## config.mk

```make
export PLATFORM = sky130hd
export DESIGN_NAME = hdlc_rx_tag_fifo
export DESIGN_NICKNAME = d
export VERILOG_FILES = /design/src/rtl/rxq_pkg.sv /design/src/rtl/rxq_mem.sv /design/src/rtl/rxq_ctrl.sv /design/src/rtl/rxq_status.sv /design/src/rtl/hdlc_rx_tag_fifo.sv
export SDC_FILE = /design/constraint.sdc
export NUM_CORES = 1
export LEC_CHECK = 0
export ABC_AREA = 1
export BUFFER_PORTS_ARGS = -buffer_cell sky130_fd_sc_hd__buf_2
export CAP_MARGIN = 5
export CORE_MARGIN = 5
export CORE_UTILIZATION = 25
export DETAILED_ROUTE_END_ITERATION = 8
export GPL_TIMING_DRIVEN = 0
export SYNTH_ARGS = -nofsm -noshare
export SYNTH_HDL_FRONTEND = slang
export SYNTH_SLANG_ARGS = --single-unit
```

## constraint.sdc

```tcl
create_clock -name clk -period 2 [get_ports clk]
set_input_delay 0.1 -clock clk [delete_from_list [all_inputs] [get_ports clk]]
set_output_delay 0.1 -clock clk [all_outputs]
set_load 0.01 [all_outputs]
```

## src/rtl/rxq_pkg.sv

```systemverilog
package rxq_pkg;
    typedef enum logic [1:0] {
        TAG_FIRST   = 2'b00,
        TAG_BODY    = 2'b01,
        TAG_END_OK  = 2'b10,
        TAG_END_BAD = 2'b11
    } rx_tag_e;

    typedef enum logic [1:0] {
        LVL_EMPTY = 2'b00,
        LVL_LOW   = 2'b01,
        LVL_OVF   = 2'b10,
        LVL_HIGH  = 2'b11
    } lvl_e;
endpackage

```

## src/rtl/rxq_mem.sv

```systemverilog
module rxq_mem #(
    parameter int DEPTH = 19,
    parameter int WIDTH = 10,
    localparam int PW = $clog2(DEPTH)
) (
    input  logic             clk,
    input  logic             wr_en,
    input  logic [PW-1:0]    wr_ptr,
    input  logic [WIDTH-1:0] wr_word,
    input  logic [PW-1:0]    rd_ptr,
    output logic [WIDTH-1:0] rd_word
);
    logic [WIDTH-1:0] slot_q [DEPTH];

    always_ff @(posedge clk) begin
        if (wr_en) begin
            slot_q[wr_ptr] <= wr_word;
        end
    end

    assign rd_word = slot_q[rd_ptr];
endmodule

```

## src/rtl/rxq_ctrl.sv

```systemverilog
module rxq_ctrl #(
    parameter int DEPTH = 19,
    localparam int PW = $clog2(DEPTH),
    localparam int CW = $clog2(DEPTH + 1)
) (
    input  logic          clk,
    input  logic          rst_n,
    input  logic          wr_valid,
    input  logic          flag_seen,
    input  logic          rd_pop,
    input  logic          ctl_wr,
    input  logic          ctl_flush,
    output logic          wr_en,
    output logic [PW-1:0] wr_ptr,
    output logic [PW-1:0] rd_ptr,
    output logic [CW-1:0] count,
    output logic          ovf,
    output logic          flush_bit
);
    typedef struct packed {
        logic [PW-1:0] wr_ptr;
        logic [PW-1:0] rd_ptr;
        logic [CW-1:0] count;
        logic          ovf;
        logic          gate;
        logic          flush_bit;
    } ctrl_s;

    ctrl_s s_d, s_q;
    logic  take, pop_ok, full, push;

    function automatic logic [PW-1:0] bump(input logic [PW-1:0] p);
        return (p == PW'(DEPTH - 1)) ? '0 : p + 1'b1;
    endfunction

    assign full   = (s_q.count == CW'(DEPTH));
    assign take   = wr_valid && (!s_q.gate || flag_seen) && !s_q.flush_bit;
    assign pop_ok = rd_pop && (s_q.count != '0) && !s_q.flush_bit;
    assign push   = take && (!full || pop_ok);

    always_comb begin
        s_d   = s_q;
        wr_en = 1'b0;
        if (s_q.flush_bit) begin
            s_d.wr_ptr    = '0;
            s_d.rd_ptr    = '0;
            s_d.count     = '0;
            s_d.ovf       = 1'b0;
            s_d.gate      = 1'b1;
            s_d.flush_bit = 1'b0;
        end else begin
            if (take && full && !pop_ok) begin
                s_d.ovf = 1'b1;
            end
            if (push) begin
                wr_en      = 1'b1;
                s_d.wr_ptr = bump(s_q.wr_ptr);
            end
            if (pop_ok) begin
                s_d.rd_ptr = bump(s_q.rd_ptr);
            end
            case ({push, pop_ok})
                2'b10:   s_d.count = s_q.count + 1'b1;
                2'b01:   s_d.count = s_q.count - 1'b1;
                default: s_d.count = s_q.count;
            endcase
            if (flag_seen) begin
                s_d.gate = 1'b0;
            end
            if (ctl_wr && ctl_flush) begin
                s_d.flush_bit = 1'b1;
            end
        end
    end

    always_ff @(posedge clk or negedge rst_n) begin
        if (!rst_n) begin
            s_q <= '{wr_ptr: '0, rd_ptr: '0, count: '0, ovf: 1'b0,
                     gate: 1'b1, flush_bit: 1'b0};
        end else begin
            s_q <= s_d;
        end
    end

    assign wr_ptr    = s_q.wr_ptr;
    assign rd_ptr    = s_q.rd_ptr;
    assign count     = s_q.count;
    assign ovf       = s_q.ovf;
    assign flush_bit = s_q.flush_bit;

    // occupancy never exceeds the storage depth
    assert_count_bound_R1: assert property (@(posedge clk) disable iff (!rst_n)
        s_q.count <= CW'(DEPTH));

    // overflow state is sticky until a flush acts
    assert_ovf_sticky_R3: assert property (@(posedge clk) disable iff (!rst_n)
        (s_q.ovf && !s_q.flush_bit) |=> s_q.ovf);

    // popping an empty queue leaves the read pointer alone
    assert_empty_pop_R4: assert property (@(posedge clk) disable iff (!rst_n)
        (rd_pop && s_q.count == '0 && !s_q.flush_bit) |=> $stable(s_q.rd_ptr));

    // simultaneous pop and accepted write keep the occupancy
    assert_rw_same_R5: assert property (@(posedge clk) disable iff (!rst_n)
        (wr_en && pop_ok) |=> $stable(s_q.count));

    // the flush control bit clears itself after one cycle
    assert_flush_selfclear_R6: assert property (@(posedge clk) disable iff (!rst_n)
        s_q.flush_bit |=> !s_q.flush_bit);

    // while gated and no flag, nothing is stored
    assert_gate_blocks_R7: assert property (@(posedge clk) disable iff (!rst_n)
        (s_q.gate && !flag_seen && !s_q.flush_bit) |=> $stable(s_q.wr_ptr));
endmodule

```

## src/rtl/rxq_status.sv

```systemverilog
module rxq_status
    import rxq_pkg::*;
#(
    parameter int DEPTH     = 19,
    parameter int HIGH_MARK = 15,
    localparam int CW = $clog2(DEPTH + 1)
) (
    input  logic          clk,
    input  logic          rst_n,
    input  logic [CW-1:0] count,
    input  logic          ovf,
    output logic [1:0]    lvl
);
    lvl_e lvl_d;

    always_comb begin
        if (ovf) begin
            lvl_d = LVL_OVF;
        end else if (count == '0) begin
            lvl_d = LVL_EMPTY;
        end else if (count >= CW'(HIGH_MARK)) begin
            lvl_d = LVL_HIGH;
        end else begin
            lvl_d = LVL_LOW;
        end
    end

    assign lvl = lvl_d;

    // the code only reports empty when the queue truly holds nothing
    assert_empty_code_R2: assert property (@(posedge clk) disable iff (!rst_n)
        (lvl == 2'b00) |-> (count == '0 && !ovf));
endmodule

```

## src/rtl/hdlc_rx_tag_fifo.sv

```systemverilog
module hdlc_rx_tag_fifo #(
    parameter int DEPTH     = 19,
    parameter int HIGH_MARK = 15,
    parameter int DW        = 8,
    parameter int TW        = 2
) (
    input  logic          clk,
    input  logic          rst_n,
    input  logic          in_valid,
    input  logic [DW-1:0] in_byte,
    input  logic [TW-1:0] in_tag,
    input  logic          in_flag,
    input  logic          host_pop,
    input  logic          host_ctl_wr,
    input  logic          host_flush_wr,
    output logic [DW-1:0] head_byte,
    output logic [TW-1:0] head_tag,
    output logic [1:0]    fill_code,
    output logic          flush_pending
);
    localparam int PW = $clog2(DEPTH);
    localparam int CW = $clog2(DEPTH + 1);
    localparam int WW = DW + TW;

    logic          wr_en, ovf;
    logic [PW-1:0] wr_ptr, rd_ptr;
    logic [CW-1:0] count;
    logic [WW-1:0] rd_word;

    rxq_ctrl #(.DEPTH(DEPTH)) ctrl_i (
        .clk       (clk),
        .rst_n     (rst_n),
        .wr_valid  (in_valid),
        .flag_seen (in_flag),
        .rd_pop    (host_pop),
        .ctl_wr    (host_ctl_wr),
        .ctl_flush (host_flush_wr),
        .wr_en     (wr_en),
        .wr_ptr    (wr_ptr),
        .rd_ptr    (rd_ptr),
        .count     (count),
        .ovf       (ovf),
        .flush_bit (flush_pending)
    );

    rxq_mem #(.DEPTH(DEPTH), .WIDTH(WW)) mem_i (
        .clk     (clk),
        .wr_en   (wr_en),
        .wr_ptr  (wr_ptr),
        .wr_word ({in_tag, in_byte}),
        .rd_ptr  (rd_ptr),
        .rd_word (rd_word)
    );

    rxq_status #(.DEPTH(DEPTH), .HIGH_MARK(HIGH_MARK)) status_i (
        .clk   (clk),
        .rst_n (rst_n),
        .count (count),
        .ovf   (ovf),
        .lvl   (fill_code)
    );

    assign head_byte = rd_word[DW-1:0];
    assign head_tag  = rd_word[WW-1:DW];
endmodule

```

### Word level (Yosys, flattened, before mapping)

Memories as Yosys holds them, arrays and structs flattened.
Cells that the tools add are included.

| storage, ports and cells | value |
|---|---|
| bits in registers | 18 |
| bits in latches | 0 |
| bits in writable memories | 190 |
| ROM bits | 0 |
| input bits | 17 |
| output and inout port bits | 13 |
| word-level logic and storage cells | 54 |
| memories | 1 |

Memory list:

| memory | depth | bits a word | rd ports | clocked after Yosys merged registers in | write ports | line | RTL |
|---|---|---|---|---|---|---|---|
| mem_i.slot_q | 19 | 10 | 1 | 0 | 1 | rxq_mem.sv:13 | `logic [WIDTH-1:0] slot_q [DEPTH];` |

| cells by class | value |
|---|---|
| $add $sub $neg | 4 |
| multiply operators | 0 |
| div/mod/pow operators | 0 |
| order comparisons | 1 |
| equality and inequality tests | 5 |
| shift operators | 0 |
| muxes and demuxes | 16 |
| bitwise logic cells | 0 |
| reductions and logical operators | 21 |

Operator list:

| cell | number |
|---|---|
| 2-to-1 mux 5 bit | 4 |
| 2-to-1 mux 18 bit | 1 |
| adder 5 x 1 -> 5 bit, second input constant | 3 |
| equality test 5 bit, second input constant | 3 |
| case mux 5 bit (2 select lines) | 1 |
| logical AND 1 bit | 8 |
| nonzero test 2 bit | 4 |
| 2-to-1 mux 1 bit | 7 |
| 2-to-1 mux 2 bit | 3 |
| greater-or-equal comparator 5 x 4 -> 1 bit, second input constant | 1 |
| zero test 5 bit | 1 |
| nonzero test 5 bit | 1 |
| subtractor 5 x 1 -> 5 bit, second input constant | 1 |
| zero test 1 bit | 4 |
| nonzero test 3 bit | 1 |
| equality test 2 x 1 -> 1 bit, second input constant | 1 |
| equality test 2 bit, second input constant | 1 |
| logical OR 1 bit | 2 |

### Logic depth before layout (Yosys ltp)

| depth | value |
|---|---|
| depth in word-level cells | 9 |
| depth in mapped cells | 15 |
| mapped depth without buffers | 15 |

### Hierarchy

Synthesis repeated with hierarchy kept, for this count alone.

| unflattened totals | value |
|---|---|
| cell total of the unflattened synthesis | 923 |
| area, all modules | 9509.1 um^2 |

By module, submodules not included:

| module | instances | cells each | area each (um^2) | seq. area each (um^2) |
|---|---|---|---|---|
| rxq_mem | 1 | 774 | 8207.9 | 5705.5 |
| rxq_ctrl | 1 | 140 | 1262.5 | 451.7 |
| rxq_status | 1 | 9 | 38.8 | 0.0 |

### Least setup slack after synthesis

Ideal clock, no wire load.

| timing path | value |
|---|---|
| kind | register to register |
| start | reg ctrl_i.s_q (netlist bit ctrl_i.flush_bit) |
| end | mem mem_i.slot_q[8][0] (enable) |
| library setup time | 376 ps |
| arrival | 1639 ps |
| required time | 1624 ps |
| path slack | -15 ps |
| stages on the path, launching flop included | 8 |
| buffers on the path | 0 |
| period minus slack after synthesis | 2015 ps |
| path through | dfrtp_1 > inv_2 > nand3_4 > nand2_1 > nand2_2 > inv_1 > nand2_1 > nor2_1 |

| between the ends | value |
|---|---|
| word-level cells in the longest chain between the ends | 8 |
| elaborated cells between the ends (all ways) | 9 |
| classes of those cells | mux: 4; reduce/logical: 5 |

Ends and longest elaborated chain:

| what | line | RTL |
|---|---|---|
| start, declared | rxq_ctrl.sv:29 | `ctrl_s s_d, s_q;` |
| start signal, assigned | rxq_ctrl.sv:78 | `s_q <= '{wr_ptr: '0, rd_ptr: '0, count: '0, ovf: 1'b0,` |
| zero test 1 bit | rxq_ctrl.sv:37, rxq_ctrl.sv:38 |  |
| logical AND 1 bit | rxq_ctrl.sv:38 | `assign pop_ok = rd_pop && (s_q.count != '0) && !s_q.flush_bit;` |
| logical OR 1 bit | rxq_ctrl.sv:39 | `assign push = take && (!full \|\| pop_ok);` |
| logical AND 1 bit | rxq_ctrl.sv:39 |  |
| 2-to-1 mux 1 bit | rxq_ctrl.sv:55 | `if (push) begin` |
| 2-to-1 mux 1 bit * | rxq_ctrl.sv:44 | `if (s_q.flush_bit) begin` |
| 2-to-1 mux 1 bit * | rxq_mem.sv:16 | `if (wr_en) begin` |
| 2-to-1 mux 1 bit (implied by the code) * | rxq_mem.sv:17 | `slot_q[wr_ptr] <= wr_word;` |
| end, declared | rxq_mem.sv:13 |  |

Every way passes the cells marked *; elsewhere a longest branch is shown, timed or not.

### Final worst setup path

| timing path | value |
|---|---|
| start | reg ctrl_i.s_q (netlist bit ctrl_i.rd_ptr[0]) |
| end | out head_byte[2] |

| between the ends | value |
|---|---|
| word-level cells in the longest chain between the ends | 1 |

Ends and longest elaborated chain:

| what | line | RTL |
|---|---|---|
| memory (19 x 10 bit) | n/a |  |
| end, declared | hdlc_rx_tag_fifo.sv:16 | `output logic [DW-1:0] head_byte,` |

Every way passes these cells.

==> flow_summary.json <==
{
  "synth-warning-count": 0,
  "drtPass1Iterations": 5,
  "synth_enable_flop_cells": 190,
  "synthXorXnorAreaFrac_pct": 0.509,
  "clockRootBuffer": "clkbuf_16",
  "hp-class": "in -> reg",
  "grt_first_pass_wirelength_mm": 35.8,
  "pwr-share-seq_pct": 35.5,
  "p_sw_mw": 5.20,
  "clockBufferDepth": 3,
  "synth.area.top_cells": "edfxtp_1 66%, nor2_1 5.4%, o21ai_0 5.4%, dfrtp_1 4.9%, nand2_1 2.6%",
  "p_sw_share_pct": 35.2,
  "leakage_nw": 3.85,
  "yosysSeqAreaShare_pct": 71.6,
  "h-tree-depth": 1,
  "crit_family": "compound AO/OA/AOI/OAI gates",
  "dr_total_vias": 6036,
  "clkPwrFrac_pct": 27.2,
  "wl_per_cell_um": 18.4,
  "synth_commonest_cells": "190 x edfxtp_1, 123 x nor2_1, 92 x o21ai_0",
  "grt_start_max_net_pins": 20,
  "cts_tree": "built",
  "dp_hpwl_mm": 14.5,
  "synthSimpleGateAreaFrac_pct": 11.4,
  "synth_area_um2": 8600,
  "syn_nets": 719,
  "drt-total-wl_mm": 23.3,
  "skew_ns": 0.0169,
  "grt_pass1_vias": 6030,
  "avgSynthCellArea_um2": 12.4,
  "required_ns": 1.90,
  "p_per_area_nw_per_um2": 1310,
  "drc": 0,
  "synth_top_area_share_pct": 66.3,
  "drtIter0Drc": 528,
  "path_max_fanout": 10,
  "cpPeakStageDelay_ns": 0.45,
  "status": "complete, but fails checks",
  "fp.dieH_um": 196,
  "via_per_inst": 4.77,
  "coreArea_um2": 34300,
  "slowest_stage": "dfrtp_2",
  "gp_congestion": 0.821,
  "rows": 68,
  "muxShareOfSynthArea_pct": 0,
  "start_util_pct": 25.1,
  "finalSetupViolations": 10,
  "cts_buffers": 22,
  "placed_cell_area_um2": 9320,
  "max_clock_freq_ghz": 0.399,
  "maxSlewViolCount": 0,
  "peakVddDrop_uv": 612,
  "synth_ff_type": "edfxtp_1",
  "synthAdderAreaFrac_pct": 1.16,
  "slew_headroom_pct": 48.8,
  "pre_cts_ws_ns": -0.742,
  "dieArea_um2": 38200,
  "cp_cell_sequence": "buf_12, buf_6, o21ai_0, o211ai_1, nand3_1, a32oi_2, buf_2",
  "tns_ns": -4.02,
  "die_x_um": 196,
  "finalHoldViolations": 0,
  "io_pins": 30,
  "overflow": 0,
  "post-route-min-period_ns": 2.51,
  "worstSkewPairLatency_ns": 0.51,
  "ys_ff_latch": 208,
  "synth_cells": 694,
  "p_comb_share_pct": 37.4,
  "p_int_mw": 9.56,
  "startpoint_type": "register",
  "grt_setup_unrepaired": "true",
  "antenna_left": 0,
  "violations": "negative setup slack",
  "crit_buf_inv": 3,
  "endpoint_kind": "primary output",
  "antenna_found_initial": 2,
  "crit_arrival_ns": 2.41,
  "worst_pin_slew_ns": 0.767,
  "setup_slack_ns": -0.506,
  "synthMostInstantiatedCell": "edfxtp_1",
  "ys_async_sr_fraction_pct": 8.65,
  "clkTransAtPathRegs_ns": 0.06,
  "cap_viol_max_count": 0,
  "path_class": "reg -> out",
  "syn_to_final_growth_pct": 31.3,
  "synth_cell_types": 37,
  "drive_gt1_share_pct": 26.8,
  "period_share_pct": 125,
  "portBuffers": 29,
  "synth_top_area_cell": "edfxtp_1",
  "synth_compound_area_share_pct": 12.5,
  "postLayoutCellArea_um2": 11300,
  "cts.sinks": 208,
  "synth_top_family_by_area": "compound AO/OA/AOI/OAI gates",
  "grt_use_total_pct": 11.9,
  "nets": 819
}
## what timing repair did
action                                 in CTS  in global routing
pin swaps                                  34                 15
hold buffers                                4                  0
gates cloned                                2                  1
resized for setup                         151                 45
setup buffers                              32                  8
setup endpoints to repair                 206                202
endpoints found under the hold margin      20                  0
## cell families after synthesis
| group | after synthesis |
|---|---|
| compound gates | 184 |
| xor+xnor | 5 |
| fa+ha+maj | 8 |
| buf+inv | 61 |
| flops | 208 |
| simple gates | 228 |
## metal layers
layer,vias to the layer above,global-route usage (%),part of all wire [%]
met3,50,1.95,7.3
met1,2965,15.9,41
met4,2,4.47,3.4
met5,-,0,0.056
met2,261,19.5,49
li1,2758,-,-
## per-stage QoR
stage	instances	util, %	power [mW]	hold WS, ns
final	1266	32.9	14.8	0.00883
after CTS	1256	32.3	14.4	0.000615
after global placement	1178	27.2	9.29	0.0805
after detailed placement	1178	27.2	9.34	0.0847
after global routing	1266	32.9	15.5	0.0244
after floorplan	694	-	7.79	-0.196
## sequential cells by signal (all words and copies together), names as in the netlist
signal,cells
ctrl_i.count,5
ctrl_i.flush_bit,1
ctrl_i.ovf,1
ctrl_i.rd_ptr,5
ctrl_i.s_q,1
ctrl_i.wr_ptr,5
mem_i.slot_q,190
## final timing paths
check	from	to	slack, ns	cells past startpoint
hold reg to reg	ctrl_i.s_q[1]$_DFFE_PN1P_	ctrl_i.s_q[1]$_DFFE_PN1P_	0.52	2
min in group asynchronous	rst_n	ctrl_i.wr_ptr[3]$_DFFE_PN0P_	0.07	2
setup reg to reg	ctrl_i.count[0]$_DFFE_PN0P_	mem_i.slot_q[9][5]$_DFFE_PP_	0.06	9
hold / removal	host_pop	ctrl_i.rd_ptr[0]$_DFFE_PN0P_	0.009	4
max in group asynchronous	rst_n	ctrl_i.rd_ptr[1]$_DFFE_PN0P_	1.59	2
setup / recovery	ctrl_i.rd_ptr[0]$_DFFE_PN0P_	head_byte[2]	-0.51	7
## worst reg2reg max path, cell delays in order, from the launching register on
cell and delay (ns):
dfrtp_2 0.44, nor2_2 0.16, nand3_4 0.12, nand3_4 0.13, nand2_1 0.08, nand2_2 0.17, clkinv_4 0.15, nand2_4 0.19
nor2_4 0.08, buf_4 0.17
## cells in the final DEF, fill, tap and decap left out, types with 6 or more instances in the layout
cell type / count
edfxtp_1: 190
o221ai_1: 12
buf_4: 25
o22ai_1: 17
buf_2: 31
dfrtp_1: 11
ha_1: 8
o21ai_2: 6
buf_12: 21
o211ai_1: 13
inv_1: 17
nor2_1: 99
clkbuf_16: 26
clkbuf_1: 7
dfrtp_2: 6
clkbuf_2: 6
nor2_4: 22
o21ai_0: 77
nor2_2: 7
a21oi_1: 17
nand2_1: 55
clkbuf_8: 6
o21ai_1: 21
nand3_1: 29
## power groups by stage
stage | clock, mW | combinational (mW) | sequential, mW
floorplan | 0 | 2.54 | 5.25
global placement | 0 | 3.98 | 5.30
detailed placement | 0 | 4.03 | 5.31
CTS | 4.05 | 5.11 | 5.23
global route | 4.24 | 5.98 | 5.27
finish | 4.01 | 5.52 | 5.23
## final cells by class
cell class / instances / area, um^2
fillers: 3265 / 23000
flip-flops and latches: 208 / 6160
multi-input cells: 425 / 2550
repair buffers: 75 / 747
clock buffers: 27 / 591
well taps: 455 / 569
plain buffers: 37 / 405
inverters: 24 / 134
clock inverters: 13 / 120
repair inverters: 1 / 8.76
diodes: 1 / 2.50
Power figures use the tool's default switching activity.
